<file path="config.mk">
export PLATFORM = sky130hd
export DESIGN_NAME = status_snapshot_page
export DESIGN_NICKNAME = d
export VERILOG_FILES = /design/src/rtl/ro_page_pkg.sv /design/src/rtl/sticky_status.sv /design/src/rtl/adc_snapshot.sv /design/src/rtl/page_read_mux.sv /design/src/rtl/status_snapshot_page.sv
export SDC_FILE = /design/constraint.sdc
export NUM_CORES = 1
export LEC_CHECK = 0
export ABC_AREA = 0
export BUFFER_PORTS_ARGS = -buffer_cell sky130_fd_sc_hd__buf_2
export CAP_MARGIN = 10
export CORE_MARGIN = 8
export CORE_UTILIZATION = 48
export DETAILED_ROUTE_END_ITERATION = 10
export PLACE_DENSITY = 0.81
export SLEW_MARGIN = 5
export SYNTH_ARGS = -nofsm -noshare
export SYNTH_HDL_FRONTEND = slang
export SYNTH_SLANG_ARGS = --single-unit
</file>
<file path="constraint.sdc">
create_clock -name clk_i -period 1.43 [get_ports clk_i]
set_input_delay 0.2145 -clock clk_i [delete_from_list [all_inputs] [get_ports clk_i]]
set_output_delay 0.2145 -clock clk_i [all_outputs]
set_load 0.03 [all_outputs]
</file>
<file path="src/rtl/ro_page_pkg.sv">
package ro_page_pkg;
  localparam int unsigned ADR_STS0     = 0;
  localparam int unsigned ADR_STS1     = 1;
  localparam int unsigned ADR_ADC_BASE = 3;  // pair k at BASE+2k (high bits), BASE+2k+1 (low byte)
endpackage

</file>
<file path="src/rtl/sticky_status.sv">
module sticky_status #(
  parameter int unsigned W = 8
) (
  input  logic         clk_i,
  input  logic         rst_ni,
  input  logic [W-1:0] evt_i,
  input  logic         clr_i,
  output logic [W-1:0] sts_o
);
  logic [W-1:0] sts_q;

  // event wins over a same-cycle clear
  always_ff @(posedge clk_i or negedge rst_ni) begin
    if (!rst_ni) sts_q <= '0;
    else         sts_q <= (sts_q & ~{W{clr_i}}) | evt_i;
  end

  assign sts_o = sts_q;

  assert_evt_set_R3: assert property (@(posedge clk_i) disable iff (!rst_ni)
    (|evt_i) |=> ((sts_q & $past(evt_i)) == $past(evt_i)));

  assert_race_keep_R4: assert property (@(posedge clk_i) disable iff (!rst_ni)
    (clr_i && |evt_i) |=> (sts_q == $past(evt_i)));

  assert_hold_R2: assert property (@(posedge clk_i) disable iff (!rst_ni)
    !clr_i |=> ((sts_q & $past(sts_q)) == $past(sts_q)));

  assert_clear_R2: assert property (@(posedge clk_i) disable iff (!rst_ni)
    (clr_i && !(|evt_i)) |=> (sts_q == '0));
endmodule

</file>
<file path="src/rtl/adc_snapshot.sv">
module adc_snapshot #(
  parameter int unsigned W = 10
) (
  input  logic         clk_i,
  input  logic         rst_ni,
  input  logic [W-1:0] smp_i,
  input  logic         vld_i,
  input  logic         cap_i,
  output logic [W-1:0] live_o,
  output logic [W-1:0] shadow_o
);
  logic [W-1:0] live_q, shadow_q;

  always_ff @(posedge clk_i or negedge rst_ni) begin
    if (!rst_ni)    live_q <= '0;
    else if (vld_i) live_q <= smp_i;
  end

  always_ff @(posedge clk_i or negedge rst_ni) begin
    if (!rst_ni)    shadow_q <= '0;
    else if (cap_i) shadow_q <= live_q;
  end

  assign live_o   = live_q;
  assign shadow_o = shadow_q;

  assert_capture_R6: assert property (@(posedge clk_i) disable iff (!rst_ni)
    cap_i |=> (shadow_q == $past(live_q)));

  assert_frozen_R6: assert property (@(posedge clk_i) disable iff (!rst_ni)
    !cap_i |=> $stable(shadow_q));

  assert_live_load_R7: assert property (@(posedge clk_i) disable iff (!rst_ni)
    vld_i |=> (live_q == $past(smp_i)));
endmodule

</file>
<file path="src/rtl/page_read_mux.sv">
module page_read_mux
  import ro_page_pkg::*;
#(
  parameter int unsigned ADDR_W = 4,
  parameter int unsigned DATA_W = 8,
  parameter int unsigned ADC_W  = 10,
  parameter int unsigned N_ADC  = 2
) (
  input  logic [ADDR_W-1:0]             addr_i,
  input  logic [DATA_W-1:0]             sts0_i,
  input  logic [DATA_W-1:0]             sts1_i,
  input  logic [N_ADC-1:0][ADC_W-1:0]   adc_i,
  output logic [DATA_W-1:0]             data_o
);
  localparam int unsigned HI_W = ADC_W - DATA_W;

  always_comb begin
    data_o = '0;
    if (addr_i == ADDR_W'(ADR_STS0)) data_o = sts0_i;
    if (addr_i == ADDR_W'(ADR_STS1)) data_o = sts1_i;
    for (int k = 0; k < N_ADC; k++) begin
      if (addr_i == ADDR_W'(ADR_ADC_BASE + 2*k))
        data_o = {{(DATA_W-HI_W){1'b0}}, adc_i[k][ADC_W-1:DATA_W]};
      if (addr_i == ADDR_W'(ADR_ADC_BASE + 2*k + 1))
        data_o = adc_i[k][DATA_W-1:0];
    end
  end
endmodule

</file>
<file path="src/rtl/status_snapshot_page.sv">
module status_snapshot_page
  import ro_page_pkg::*;
#(
  parameter int unsigned ADDR_W = 4,
  parameter int unsigned DATA_W = 8,
  parameter int unsigned ADC_W  = 10
) (
  input  logic                clk_i,
  input  logic                rst_ni,
  input  logic                rd_en_i,
  input  logic [ADDR_W-1:0]   rd_addr_i,
  input  logic                burst_i,
  input  logic [DATA_W-1:0]   evt0_i,
  input  logic [DATA_W-1:0]   evt1_i,
  input  logic [ADC_W-1:0]    adc1_i,
  input  logic                adc1_vld_i,
  input  logic [ADC_W-1:0]    adc2_i,
  input  logic                adc2_vld_i,
  input  logic [2*DATA_W-1:0] mask_i,
  output logic [DATA_W-1:0]   rd_data_o,
  output logic                alert_no
);
  localparam int unsigned N_ADC  = 2;
  localparam int unsigned ADC_HI = ADR_ADC_BASE + 2*N_ADC - 1;

  logic [DATA_W-1:0]           sts0, sts1, mux_data, rd_data_q;
  logic [N_ADC-1:0][ADC_W-1:0] smp, live, shadow, src;
  logic [N_ADC-1:0]            vld;
  logic                        burst_q, cap, clr0, clr1;

  assign smp = {adc2_i, adc1_i};
  assign vld = {adc2_vld_i, adc1_vld_i};

  always_ff @(posedge clk_i or negedge rst_ni) begin
    if (!rst_ni) burst_q <= 1'b0;
    else         burst_q <= burst_i;
  end

  assign cap  = burst_i & ~burst_q;
  assign clr0 = rd_en_i && (rd_addr_i == ADDR_W'(ADR_STS0));
  assign clr1 = rd_en_i && (rd_addr_i == ADDR_W'(ADR_STS1));

  sticky_status #(.W(DATA_W)) u_sts0 (
    .clk_i, .rst_ni, .evt_i(evt0_i), .clr_i(clr0), .sts_o(sts0));
  sticky_status #(.W(DATA_W)) u_sts1 (
    .clk_i, .rst_ni, .evt_i(evt1_i), .clr_i(clr1), .sts_o(sts1));

  for (genvar k = 0; k < N_ADC; k++) begin : g_adc
    adc_snapshot #(.W(ADC_W)) u_snap (
      .clk_i, .rst_ni, .smp_i(smp[k]), .vld_i(vld[k]), .cap_i(cap),
      .live_o(live[k]), .shadow_o(shadow[k]));
    // first burst cycle reads live: it equals what the shadow captures
    assign src[k] = (burst_i && burst_q) ? shadow[k] : live[k];
  end

  page_read_mux #(
    .ADDR_W(ADDR_W), .DATA_W(DATA_W), .ADC_W(ADC_W), .N_ADC(N_ADC)
  ) u_mux (
    .addr_i(rd_addr_i), .sts0_i(sts0), .sts1_i(sts1), .adc_i(src), .data_o(mux_data));

  always_ff @(posedge clk_i or negedge rst_ni) begin
    if (!rst_ni)      rd_data_q <= '0;
    else if (rd_en_i) rd_data_q <= mux_data;
  end

  assign rd_data_o = rd_data_q;
  assign alert_no  = ~|({sts1, sts0} & ~mask_i);

  assert_unused_zero_R9: assert property (@(posedge clk_i) disable iff (!rst_ni)
    (rd_en_i && (rd_addr_i == ADDR_W'(2) || rd_addr_i > ADDR_W'(ADC_HI)))
      |=> (rd_data_o == '0));

  assert_rd_hold_R1: assert property (@(posedge clk_i) disable iff (!rst_ni)
    !rd_en_i |=> $stable(rd_data_o));

  assert_alert_evt_R8: assert property (@(posedge clk_i) disable iff (!rst_ni)
    (|({evt1_i, evt0_i} & ~mask_i)) |=> (!$stable(mask_i) || !alert_no));
endmodule

</file>
==> impl_metrics.ini <==
[synth]
synth_area_leader_cell = dfrtp_1
yosys_warnings = 0
post-synth-top-count-cell = dfrtp_1
async_flop_share = 1.00
syn-num-nets = 302
ys_top_cells_by_area = dfrtp_1, mux2_2, mux2i_1
ys_ff_latch = 65
ys_types = 41
synth_cells = 240
avgSynthCellArea_um2 = 12.6
ys_seq_area_frac = 0.537
synthesis.area_um2 = 3030
synth_common_cells = dfrtp_1, mux2_2, mux2i_1, a21o_1, inv_1
synth_top_area_frac = 0.537
dominantRegCellSynth = dfrtp_1
synth_edf_count = 0

[final_layout]
fillers = 498
areaGrowthSynthToFinish_pct = 26.2
layoutNonFillerInstCount = 403
nNetsFinal = 384
finish.utilization = 0.613
diodes = 0
drive_gt1_frac = 0.485
postLayoutCellArea_um2 = 3820

[routing]
dr.pass1.iters = 5
wire_per_inst_um = 17.7
via_per_inst = 5.48
ant_nets = 0
drt_iter0_markers = 105
num_vias = 2207
drc_errors = 0
wl_um = 7130

[grt]
grt_max_degree = 27
grt_pass1_vias = 2408
track_usage = 0.167
grt_antenna_before_repair = 0
grt_overflow = 0
grt_pass1_wl_um = 11600

[place]
io_buffers = 70
place_inst = 382
placed_cell_area_um2 = 3520
dp_hpwl_um = 5260
place.gp.congestion = 0.858

[sta]
finalSetupViolations = 2
postLayoutSetupSlackWorst_ps = -256
relSlewSlack = 0.686
hold_viol = 0
final.period_utilization = 1.18
min_period_ps = 1690
slew_violations = 0
finClkSkew_ps = 3.39
worst_slew_pin_slew_ps = 471
rsz0062_at_grt = true
hold_slack_ps = 49.1
fmax_ghz = 0.593

[pwr]
p_leak_nw = 1.79
power_density_nw_per_um2 = 1150
finalPower_mw = 4.39
ir_drop_mv = 0.587

[cts]
clockBufferDepth = 2
cts_sinks = 65
clockRootBuffer = clkbuf_8
clk_latency_ps = 340
htree_levels = 3
clk_pin_slew_worst_paths_ps = 70
cts_made_buffers = 9
cts_tree = yes

[run]
cap_violations = 0

[setup_path]
arrival_ps = 1470
startpoint_type = flop
setup.worst_path.end_class = output pin
required_ps = 1220
worstPathMaxFanout = 2
path_class = flop to output pin

[worst_hold_path]
hold_class = input pin to flop

[floorplanning]
fp.coreArea_um2 = 6240
chipWidth_um = 95.5
initial_core_util = 0.486
die_h_um = 95.5
io_pins = 71
dieArea_um2 = 9110
num_rows = 29

[run_status]
violations = setup timing
status = finished with violations
==> state kept, by name, indices dropped and copies added (netlist names) <==
signal                 flops
burst_q                    1
g_adc.u_snap.live_o       20
u_sts0.sts_o               8
u_sts1.sts_o               8
g_adc.u_snap.shadow_o     20
rd_data_o                  8
==> kinds of logic after synthesis <==
logic type             Yosys count  synth area share
muxes                           61             0.220
DFF                             65             0.537
AOI/OAI and AO/OA               52             0.142
and+or+nand+nor                 33            0.0599
buffers and inverters           29            0.0421
==> per-layer routing <==
layer	wire, um	part of all wire	track usage
met3	425	0.060	0.0480
met4	169	0.024	0.0896
met5	0	0	0
met2	3600	0.50	0.266
met1	2940	0.41	0.201
==> placed cells by master, fill, tap and decap left out, types with 7 or more instances in the layout <==
cell type / netlist / layout
mux2i_1: 17 / 16
buf_4: 1 / 8
nor2_1: 7 / 7
mux2_2: 43 / 43
clkbuf_8: 0 / 11
buf_2: 6 / 69
inv_1: 16 / 13
nand2_1: 11 / 11
a21o_1: 16 / 16
dfrtp_1: 65 / 64
==> layout make-up <==
type                            count  area (um2)  share of cell area
Inverter                           16        60.1              0.0157
Tap cell                           77        96.3              0.0252
Clock inverter                      3        40.0              0.0105
Sequential cell                    65        1630               0.426
Multi-Input combinational cell    146        1320               0.346
Timing Repair Buffer               84         522               0.136
Clock buffer                       12         155              0.0406
==> metrics by stage <==
| stage | TNS [ps] | setup slack (ps) |
|---|---|---|
| 5_1_grt | -383 | -334 |
| 2_1_floorplan | 0 | 15.8 |
| 3_5_place_dp | -41.1 | -35.4 |
| 4_1_cts | -266 | -266 |
| 6_report | -279 | -256 |
| 3_3_place_gp | 0 | 10.2 |
==> critical path, stage by stage (launching register included) <==
cell and delay, ps:
dfrtp_1 390, inv_1 60, o22ai_1 100, a221oi_1 210, and4_1 240, buf_6 130
==> power breakdown <==
| group | internal, mW | switching [mW] | total [mW] |
|---|---|---|---|
| logic | 0.356 | 0.318 | 0.674 |
| clock network | 0.885 | 0.657 | 1.54 |
| registers | 2.04 | 0.133 | 2.18 |
| total | 3.28 | 1.11 | 4.39 |
==> what timing repair did <==
item / 4_1_cts / 5_1_grt
buffers inserted: 3 / 2
hold buffers: 1 / 0
hold endpoints to repair: 16 / 0
endpoints found under the setup margin: 9 / 26
resized for setup: 6 / 10
pin swaps: 4 / 3
==> final timing paths <==
kind,startpoint,endpoint,slack (ps),cells after the start
worst min-delay path,evt0_i[5],u_sts0.sts_o[5],50,2
worst min register to register,u_sts0.sts_o[4],u_sts0.sts_o[4],500,1
worst max-delay path,u_sts0.sts_o[0],alert_no,-260,5
min in group asynchronous,rst_ni,u_sts0.sts_o[2],360,2
max in group asynchronous,rst_ni,g_adc[1].u_snap.live_o[0],560,3
worst max register to register,burst_q,rd_data_o[1],-20,4
Power figures use the tool's default switching activity.
